`config.mk`:
```
export PLATFORM = sky130hd
export DESIGN_NAME = intc_nibble_ctrl
export DESIGN_NICKNAME = d
export VERILOG_FILES = /design/src/rtl/intc_pkg.sv /design/src/rtl/intc_edge_sync.sv /design/src/rtl/intc_src_bank.sv /design/src/rtl/intc_prio_arb.sv /design/src/rtl/intc_nibble_ctrl.sv
export SDC_FILE = /design/constraint.sdc
export NUM_CORES = 1
export LEC_CHECK = 0
export BUFFER_PORTS_ARGS = -buffer_cell sky130_fd_sc_hd__buf_4
export CORE_MARGIN = 2
export CORE_UTILIZATION = 60
export CTS_CLUSTER_DIAMETER = 120
export CTS_CLUSTER_SIZE = 40
export DETAILED_ROUTE_END_ITERATION = 8
export PLACE_DENSITY = 0.81
export SETUP_SLACK_MARGIN = 0.05
export SYNTH_ARGS = -nofsm -noshare
export SYNTH_HDL_FRONTEND = slang
export SYNTH_SLANG_ARGS = --single-unit
```
`constraint.sdc`:
```
create_clock -name clk -period 47.8 [get_ports clk]
set_clock_uncertainty 0.2 [all_clocks]
set_input_delay 9.56 -clock clk [delete_from_list [all_inputs] [get_ports clk]]
set_output_delay 9.56 -clock clk [all_outputs]
set_load 0.03 [all_outputs]
```
`src/rtl/intc_pkg.sv`:
```
package intc_pkg;
    localparam int NUM_SRC        = 28;
    localparam int NUM_EXT        = 6;
    localparam int PRIO_W         = 3;
    localparam int FIELD_W        = PRIO_W + 1;
    localparam int DATA_W         = 32;
    localparam int FIELDS_PER_REG = DATA_W / FIELD_W;
    localparam int NUM_CREG       = (NUM_SRC + FIELDS_PER_REG - 1) / FIELDS_PER_REG;
    localparam int ADDR_W         = 3;
    localparam int VEC_W          = $clog2(NUM_SRC + 1);
    localparam int SYNC_STAGES    = 2;
    localparam int POL_ADDR       = NUM_CREG;

    // control word holding source index i (vector i+1)
    function automatic int creg_of(input int i);
        return i / FIELDS_PER_REG;
    endfunction

    // lowest bit of source i's field; first vector of a word sits at the top
    function automatic int lsb_of(input int i);
        return DATA_W - FIELD_W - FIELD_W * (i % FIELDS_PER_REG);
    endfunction

    // source index served by external line k
    function automatic int ext_src(input int k);
        return (k < 4) ? k : k + 21;
    endfunction

    function automatic bit is_ext(input int i);
        bit hit;
        hit = 1'b0;
        for (int k = 0; k < NUM_EXT; k++) begin
            if (ext_src(k) == i) hit = 1'b1;
        end
        return hit;
    endfunction

    function automatic int ext_line(input int i);
        int line;
        line = 0;
        for (int k = 0; k < NUM_EXT; k++) begin
            if (ext_src(k) == i) line = k;
        end
        return line;
    endfunction
endpackage

```
`src/rtl/intc_edge_sync.sv`:
```
module intc_edge_sync #(
    parameter int STAGES = 2
) (
    input  logic clk,
    input  logic rst_n,
    input  logic pin_in,
    input  logic rise_sel,
    output logic edge_hit
);
    logic [STAGES-1:0] sync_q;
    logic              last_q;

    always_ff @(posedge clk or negedge rst_n) begin
        if (!rst_n) begin
            sync_q <= '0;
            last_q <= 1'b0;
        end else begin
            sync_q <= {sync_q[STAGES-2:0], pin_in};
            last_q <= sync_q[STAGES-1];
        end
    end

    always_comb begin
        if (rise_sel) edge_hit = sync_q[STAGES-1] & ~last_q;
        else          edge_hit = ~sync_q[STAGES-1] & last_q;
    end
endmodule

```
`src/rtl/intc_src_bank.sv`:
```
module intc_src_bank
    import intc_pkg::*;
(
    input  logic                         clk,
    input  logic                         rst_n,
    input  logic                         bus_wr,
    input  logic [ADDR_W-1:0]            bus_addr,
    input  logic [DATA_W-1:0]            bus_wdata,
    input  logic [NUM_SRC-1:0]           src_in,
    input  logic [NUM_EXT-1:0]           ext_edge,
    output logic [NUM_SRC*PRIO_W-1:0]    prio_flat,
    output logic [NUM_SRC-1:0]           pend,
    output logic [NUM_CREG*DATA_W-1:0]   creg_rd
);
    for (genvar i = 0; i < NUM_SRC; i++) begin : g_src
        localparam int CREG = creg_of(i);
        localparam int LSB  = lsb_of(i);

        logic              strobe;
        logic [PRIO_W-1:0] prio_q;

        assign strobe = bus_wr && (bus_addr == ADDR_W'(CREG)) && bus_wdata[LSB+PRIO_W];

        always_ff @(posedge clk or negedge rst_n) begin
            if (!rst_n)      prio_q <= '0;
            else if (strobe) prio_q <= bus_wdata[LSB +: PRIO_W];
        end

        if (is_ext(i)) begin : g_ext
            localparam int LINE = ext_line(i);
            logic pend_q;
            always_ff @(posedge clk or negedge rst_n) begin
                if (!rst_n)              pend_q <= 1'b0;
                else if (ext_edge[LINE]) pend_q <= 1'b1;
                else if (strobe)         pend_q <= 1'b0;
            end
            assign pend[i] = pend_q;
        end else begin : g_int
            assign pend[i] = src_in[i];
        end

        assign prio_flat[i*PRIO_W +: PRIO_W]  = prio_q;
        assign creg_rd[CREG*DATA_W + LSB +: FIELD_W] = {pend[i], prio_q};
    end

    // fields with no source behind them
    for (genvar f = NUM_SRC; f < NUM_CREG*FIELDS_PER_REG; f++) begin : g_pad
        assign creg_rd[creg_of(f)*DATA_W + lsb_of(f) +: FIELD_W] = '0;
    end
endmodule

```
`src/rtl/intc_prio_arb.sv`:
```
module intc_prio_arb
    import intc_pkg::*;
(
    input  logic [NUM_SRC*PRIO_W-1:0] prio_flat,
    input  logic [NUM_SRC-1:0]        pend,
    output logic [PRIO_W-1:0]         win_level,
    output logic [VEC_W-1:0]          win_vector
);
    always_comb begin
        win_level  = '0;
        win_vector = '0;
        // strict compare: the lowest vector keeps a tie
        for (int i = 0; i < NUM_SRC; i++) begin
            if (pend[i] && (prio_flat[i*PRIO_W +: PRIO_W] > win_level)) begin
                win_level  = prio_flat[i*PRIO_W +: PRIO_W];
                win_vector = VEC_W'(i + 1);
            end
        end
    end
endmodule

```
`src/rtl/intc_nibble_ctrl.sv`:
```
module intc_nibble_ctrl
    import intc_pkg::*;
(
    input  logic              clk,
    input  logic              rst_n,
    input  logic              bus_wr,
    input  logic [2:0]        bus_addr,
    input  logic [31:0]       bus_wdata,
    output logic [31:0]       bus_rdata,
    input  logic [27:0]       src_in,
    output logic [2:0]        irq_level,
    output logic [4:0]        irq_vector
);
    logic [NUM_EXT-1:0]         pol_q;
    logic [NUM_EXT-1:0]         ext_edge;
    logic [NUM_SRC*PRIO_W-1:0]  prio_flat;
    logic [NUM_SRC-1:0]         pend;
    logic [NUM_CREG*DATA_W-1:0] creg_rd;
    logic [PRIO_W-1:0]          win_level;
    logic [VEC_W-1:0]           win_vector;

    always_ff @(posedge clk or negedge rst_n) begin
        if (!rst_n)                                         pol_q <= '0;
        else if (bus_wr && bus_addr == ADDR_W'(POL_ADDR))   pol_q <= bus_wdata[NUM_EXT-1:0];
    end

    for (genvar k = 0; k < NUM_EXT; k++) begin : g_ext
        intc_edge_sync #(.STAGES(SYNC_STAGES)) sync_i (
            .clk      (clk),
            .rst_n    (rst_n),
            .pin_in   (src_in[ext_src(k)]),
            .rise_sel (pol_q[k]),
            .edge_hit (ext_edge[k])
        );
    end

    intc_src_bank bank_i (
        .clk       (clk),
        .rst_n     (rst_n),
        .bus_wr    (bus_wr),
        .bus_addr  (bus_addr),
        .bus_wdata (bus_wdata),
        .src_in    (src_in),
        .ext_edge  (ext_edge),
        .prio_flat (prio_flat),
        .pend      (pend),
        .creg_rd   (creg_rd)
    );

    intc_prio_arb arb_i (
        .prio_flat  (prio_flat),
        .pend       (pend),
        .win_level  (win_level),
        .win_vector (win_vector)
    );

    always_ff @(posedge clk or negedge rst_n) begin
        if (!rst_n) begin
            irq_level  <= '0;
            irq_vector <= '0;
        end else begin
            irq_level  <= win_level;
            irq_vector <= win_vector;
        end
    end

    always_comb begin
        bus_rdata = '0;
        if (bus_addr < ADDR_W'(NUM_CREG))
            bus_rdata = creg_rd[bus_addr*DATA_W +: DATA_W];
        else if (bus_addr == ADDR_W'(POL_ADDR))
            bus_rdata = {{(DATA_W-NUM_EXT){1'b0}}, pol_q};
    end
endmodule

```
* Word level (Yosys, flattened, before mapping)
Cells that the tools add are included.
** Operators by class
- Magnitude comparators :: 29
- Equal/unequal tests :: 4
- Shift-type cells :: 1
- Multiplexer cells :: 76
- Bitwise operators :: 24
- Reductions and logical operators :: 68
** Operator list (count)
- $shiftx 128x9->32 :: 1
- $mux 3 :: 32
- $gt 3x3->1 :: 27
- $mux 5 :: 13
- $logic_and 1x1->1 :: 61
- $mux 32 :: 1
- $mux 4 :: 8
- $mux 1 :: 19
- $and 1x1->1 :: 12
- $not 1->1 :: 12
- $reduce_bool 2->1 :: 6
- $eq 3x2->1 const B :: 2
- $mux 6 :: 1
- $mux 2 :: 2
- $eq 3x1->1 const B :: 1
- $eq 3x3->1 const B :: 1
- $gt 3x1->1 const B :: 1
- $logic_not 3->1 :: 1
- $lt 3x3->1 const B :: 1
** Word-level totals
- Register bits after elaboration :: 122
- Input port bits :: 66
- Output and inout port bits :: 40
- Word-level logic and storage cells :: 251

* Longest topological paths before layout
- Depth after elaboration :: 84
- Depth in mapped cells :: 198
- Depth with buffers taken out :: 197

* By module
A second synthesis with hierarchy kept.
** Second synthesis, totals
- Cells, all modules :: 1220
- Area, all modules :: 11277.1 um^2
** Modules (own cells, without submodules)
- intc_src_bank :: instances 1, cells an instance 371, area each 4591.9 um^2, sequential area each 2252.2 um^2
- intc_prio_arb :: instances 1, cells an instance 699, area each 4581.9 um^2, sequential area each 0.0 um^2
- intc_nibble_ctrl :: instances 1, cells an instance 114, area each 1517.7 um^2, sequential area each 350.3 um^2
- intc_edge_sync :: instances 6, cells an instance 6, area each 97.6 um^2, sequential area each 75.1 um^2

* Least setup slack after synthesis
OpenSTA, ideal clock, no wires.
- Kind :: input -> register
- From :: input src_in[4]
- To :: register irq_level[0]
- Setup time :: 84 ps
- Arrival :: 39550 ps
- Required time :: 47516 ps
- Path slack :: 7967 ps
- Stages on the path :: 167
- Buffers on the path :: 2
- Cell sequence :: and2_1 -> clkbuf_1 -> a31oi_1 -> o21ai_0 -> a21oi_1 -> mux2_2 -> ha_1 -> nor2_1 -> and2_1 -> a22oi_1 -> o211ai_1 -> a21o_1 -> ha_1 -> nor2_1 -> o2111a_1 -> or2_2 -> a211oi_1 -> a21oi_1 -> [131 not listed] -> a31oi_1 -> ha_1 -> inv_1 -> a21oi_1 -> a21oi_1 -> maj3_1 -> nand2_1 -> nand3_1 -> mux2_4 -> nand3_1 -> ha_1 -> nor2b_1 -> o21ai_0 -> nand2b_1 -> nand3_1 -> buf_1 -> nor2_1 -> a41oi_2
** Between the ends
- Cells in the longest elaborated chain, start to end :: 71
** RTL lines
- from (decl) :: RTL line intc_nibble_ctrl.sv:10 : input logic [27:0] src_in,
- $logic_and 1x1->1 * :: RTL line intc_prio_arb.sv:14 : if (pend[i] && (prio_flat[i*PRIO_W +: PRIO_W] > win_level)) begin
- $mux 3 * :: RTL line intc_prio_arb.sv:14
- $gt 3x3->1 :: RTL line intc_prio_arb.sv:14
- $logic_and 1x1->1 :: RTL line intc_prio_arb.sv:14
- $mux 3 * :: RTL line intc_prio_arb.sv:14
- $gt 3x3->1 :: RTL line intc_prio_arb.sv:14
- $logic_and 1x1->1 :: RTL line intc_prio_arb.sv:14
- $mux 3 * :: RTL line intc_prio_arb.sv:14
- [56 not listed]
- $mux 3 * :: RTL line intc_prio_arb.sv:14
- $gt 3x3->1 :: RTL line intc_prio_arb.sv:14
- $logic_and 1x1->1 :: RTL line intc_prio_arb.sv:14
- $mux 3 * :: RTL line intc_prio_arb.sv:14
- $gt 3x3->1 :: RTL line intc_prio_arb.sv:14
- $logic_and 1x1->1 :: RTL line intc_prio_arb.sv:14
- $mux 3 * :: RTL line intc_prio_arb.sv:14
- named net arb_i.win_level[0] :: RTL line intc_prio_arb.sv:6 : output logic [PRIO_W-1:0] win_level,
- to (signal assigned) :: RTL line intc_nibble_ctrl.sv:62 : irq_level <= win_level;
- to (decl) :: RTL line intc_nibble_ctrl.sv:11 : output logic [2:0] irq_level,
The timed path passes the listed nets; every way through them passes the cells marked *.
A chain may end at the register's enable or synchronous reset.

* Final worst setup path
- From :: input src_in[4]
- To :: register irq_vector[4]
** Between the ends
- Cells in the longest elaborated chain, start to end :: 71
- Elaborated cells between the ends (all ways) :: 83
- Classes of those cells :: 23 x order compare; 36 x mux; 24 x reduce/logical
** RTL lines
- $logic_and 1x1->1 * :: RTL line intc_prio_arb.sv:14
- $mux 3 * :: RTL line intc_prio_arb.sv:14
- $gt 3x3->1 :: RTL line intc_prio_arb.sv:14
- $logic_and 1x1->1 :: RTL line intc_prio_arb.sv:14
- $mux 3 * :: RTL line intc_prio_arb.sv:14
- $gt 3x3->1 :: RTL line intc_prio_arb.sv:14
- $logic_and 1x1->1 :: RTL line intc_prio_arb.sv:14
- $mux 3 * :: RTL line intc_prio_arb.sv:14
- [56 not listed]
- $mux 3 :: RTL line intc_prio_arb.sv:14
- $gt 3x3->1 :: RTL line intc_prio_arb.sv:14
- $logic_and 1x1->1 :: RTL line intc_prio_arb.sv:14
- $mux 3 :: RTL line intc_prio_arb.sv:14
- $gt 3x3->1 :: RTL line intc_prio_arb.sv:14
- $logic_and 1x1->1 :: RTL line intc_prio_arb.sv:14
- $mux 5 * :: RTL line intc_prio_arb.sv:14
- named net arb_i.win_vector[4] :: RTL line intc_prio_arb.sv:7 : output logic [VEC_W-1:0] win_vector
- to (signal assigned) :: RTL line intc_nibble_ctrl.sv:63 : irq_vector <= win_vector;
- to (decl) :: RTL line intc_nibble_ctrl.sv:12 : output logic [4:0] irq_vector
Marked as above.

==> impl_metrics.ini <==
[sta]
fin_setup_tns_ns = 0
hold_viol_final = 0
period_share_pct = 93.22
fmax_mhz = 22.44
setup_viol_count_final = 0
rsz0062_at_grt = no
post-route-min-period_ns = 44.56
relSlewSlack_pct = 24.89
fin_ws_ns = 3.242
holdWs_ns = 0.1476
worst_slew_pin_slew_ns = 1.123
slew_viol_final = 0

[yosys]
yosysWarnings = 0
synth-async-reset-ratio_pct = 100.0
avgSynthCellArea_um2 = 8.776
yosys.area.top_type = dfrtp_1
synth-edff-count = 0
syn-instance-count = 1113
synthDominantCellAreaShare_pct = 31.25
synth_ff_type = dfrtp_1
ys_seq_area_share_pct = 31.25
synthesis.area_um2 = 9768
synth_seq_cells = 122
synthTopCellsByArea = dfrtp_1 31%, mux2_2 11%, nand2_1 5.3%
synth_nets = 1211
ys_types = 94

[pwr]
leakagePower_nw = 4.992
swShare_pct = 49.52
p_clk_share_pct = 14.4
pwr-share-comb_pct = 66.0
ir_drop_v = 0.00005107
p_sw_w = 0.0004217
power_w = 0.0008517
p_seq_share_pct = 19.5
p_int_w = 0.0004300
cellPowerDensity_nw_per_um2 = 75.49

[job]
maxCapViolCount = 0

[placement]
place_congestion = 1.005
hpwlAfterDp_um = 25140
portBuffers = 105
place_ws_ns = 3.825

[clock_network]
cts_root_buf = clkbuf_16
htree_levels = 4
cts_buffers = 17
cts_max_path_buffers = 2
cts_setup_buffers = 0
clk_latency_ns = 0.43
cts_tree = built
cts.clk_slew.worst_paths_ns = 0.06
cts_resized = 0
cts.sinks = 122
cts_hold_buffers = 0

[status]
status = finished, final reports clean

[floorplan]
dieWidth_um = 131.6
fp.coreArea_um2 = 15890
start_util_pct = 61.49
ios = 106
rows = 46
die_h_um = 131.6
die-area_um2 = 17320

[final_layout]
diodes = 0
fill_cells = 1218
area_growth_pct = 15.50
nets = 1306
final_core_util_pct = 71.02
multi_input_area_um2 = 6414
drive_gt1_share_pct = 24.02
ff_latch_area_um2 = 3053

[global_routing]
grtUsageMet3_pct = 9.529
antenna_found_initial = 0
grtUsageTotal_pct = 38.46
grt_pass1_vias = 9408
grt_pass1_wl_um = 51690
grt_use_met2_pct = 60.79
grt-busiest-layer = met2
grt_start_max_net_pins = 81
grt_overflow_total = 0
use_met1_pct = 49.21

[worst_setup_path]
cpMostUsedCell = ha_1
crit_path_end_kind = flip-flop
cp.arrival_ns = 44.61
crit_type = primary input to flip-flop
critPathMaxStageDelay_ns = 0.64
worstPathRequired_ns = 47.85
cp_max_fo = 11
critPathLaunchType = primary input
cp_slowest_cell = o31ai_1

[min_path]
worstHoldPathType = flip-flop to flip-flop

[routing]
vias = 9839
dr.pass1.iters = 9
finalWirelength_um = 33240
postRouteAntennaNets = 0
drt-initial-drc-count = 1027
vias_per_cell = 6.852
wl_per_cell_um = 23.15
drc_errors = 0
## final timing paths
check,depth (start not counted),endpoint,start,slack (ns)
max reg2reg,185,irq_vector[4],bank_i.g_src[0].g_ext.pend_q,7.56
min,0,g_ext[2].sync_i.sync_q[1],g_ext[2].sync_i.sync_q[0],0.15
max,166,irq_vector[4],src_in[4],3.24
min reg2reg,0,g_ext[2].sync_i.sync_q[1],g_ext[2].sync_i.sync_q[0],0.15
min in group asynchronous,1,bank_i.g_src[22].prio_q[1],rst_n,8.93
max in group asynchronous,2,bank_i.g_src[3].prio_q[2],rst_n,37.07
## cell type report
| cell class | count | share of cell area, % |
|---|---|---|
| timing repair buffer | 107 | 7.120 |
| clock inverter | 13 | 1.054 |
| sequential | 122 | 27.06 |
| multi-input combinational | 911 | 56.85 |
| inverter | 49 | 1.630 |
| clock buffer | 18 | 3.893 |
| tap | 216 | 2.395 |
## power by group through the flow
| stage | Clock, W | Sequential [W] | Combinational [W] |
|---|---|---|---|
| final | 0.000123 | 0.000166 | 0.000562 |
| after global routing | 0.000128 | 0.000168 | 0.000623 |
| after CTS | 0.000123 | 0.000164 | 0.000548 |
| after detailed placement | 0 | 0.000165 | 0.000540 |
| after global placement | 0 | 0.000164 | 0.000531 |
| after floorplan | 0 | 0.000153 | 0.000408 |
## synthesized netlist by cell type (6+ instances only)
cell type,number
nor4_1,9
a221o_1,6
a31o_2,6
nor3_1,20
mux2i_1,20
a21o_1,6
nand4_1,12
o21ai_1,6
o21a_1,10
o211ai_1,16
mux4_2,16
o21ai_0,55
a2111oi_0,8
o31ai_1,15
or2_2,13
and3_1,12
nand2_1,139
clkbuf_1,25
a31oi_1,18
nand3_1,34
nor2b_1,26
a22oi_1,6
nor3b_1,6
ha_1,32
a21oi_1,54
a211oi_1,13
inv_1,49
nor2_1,114
mux2_2,97
dfrtp_1,122
and2_1,26
## per-layer routing
layer	wire length, um	vias up	share of wire (%)
li1	-	4375	-
met2	15220	601	46
met4	1659	0	5.0
met3	3400	106	10
met1	12960	4757	39
met5	0	-	0
## logic make-up (layout without fill, tap and decap cells)
kind of cell             Yosys count  after routing  share of synthesized area, %
AO/OA/AOI/OAI                    299            299                         22.17
adder cells (fa/ha/maj)           35             35                         4.406
buffers and inverters             80            187                         3.138
flip-flops                       122            122                         31.25
multiplexers                     136            136                         17.33
AND/OR/NAND/NOR                  441            441                         21.70
## critical path: cells and delay by family
kind	cells	cell delay (ns)
adder cells (fa/ha/maj)	25	6.83
AO/OA/AOI/OAI	71	15.28
AND/OR/NAND/NOR	60	10.53
buffers and inverters	5	0.48
multiplexers	5	1.85
## sequential cells by signal (all words and copies together) (netlist names)
signal / flops
bank_i.g_src.g_ext.pend_q: 6
bank_i.g_src.prio_q: 84
g_ext.sync_i.last_q: 6
g_ext.sync_i.sync_q: 12
irq_level: 3
irq_vector: 5
pol_q: 6
## per-stage QoR
step                      cells  instance area, um^2
after floorplan            1113                 9768
after global placement     1405                10720
after detailed placement   1405                10720
after CTS                  1436                11280
after global routing       1436                11280
final                      1436                11280
## cells in the final DEF, fill, tap and decap left out, types with 20 or more instances in the layout
cell type / instances
a21oi_1: 54
and2_1: 26
buf_4: 107
dfrtp_1: 122
ha_1: 32
inv_1: 49
mux2_2: 97
mux2i_1: 20
nand2_1: 139
nand3_1: 34
nor2_1: 114
nor2b_1: 26
nor3_1: 20
o21ai_0: 55
Power figures use the tool's default switching activity.
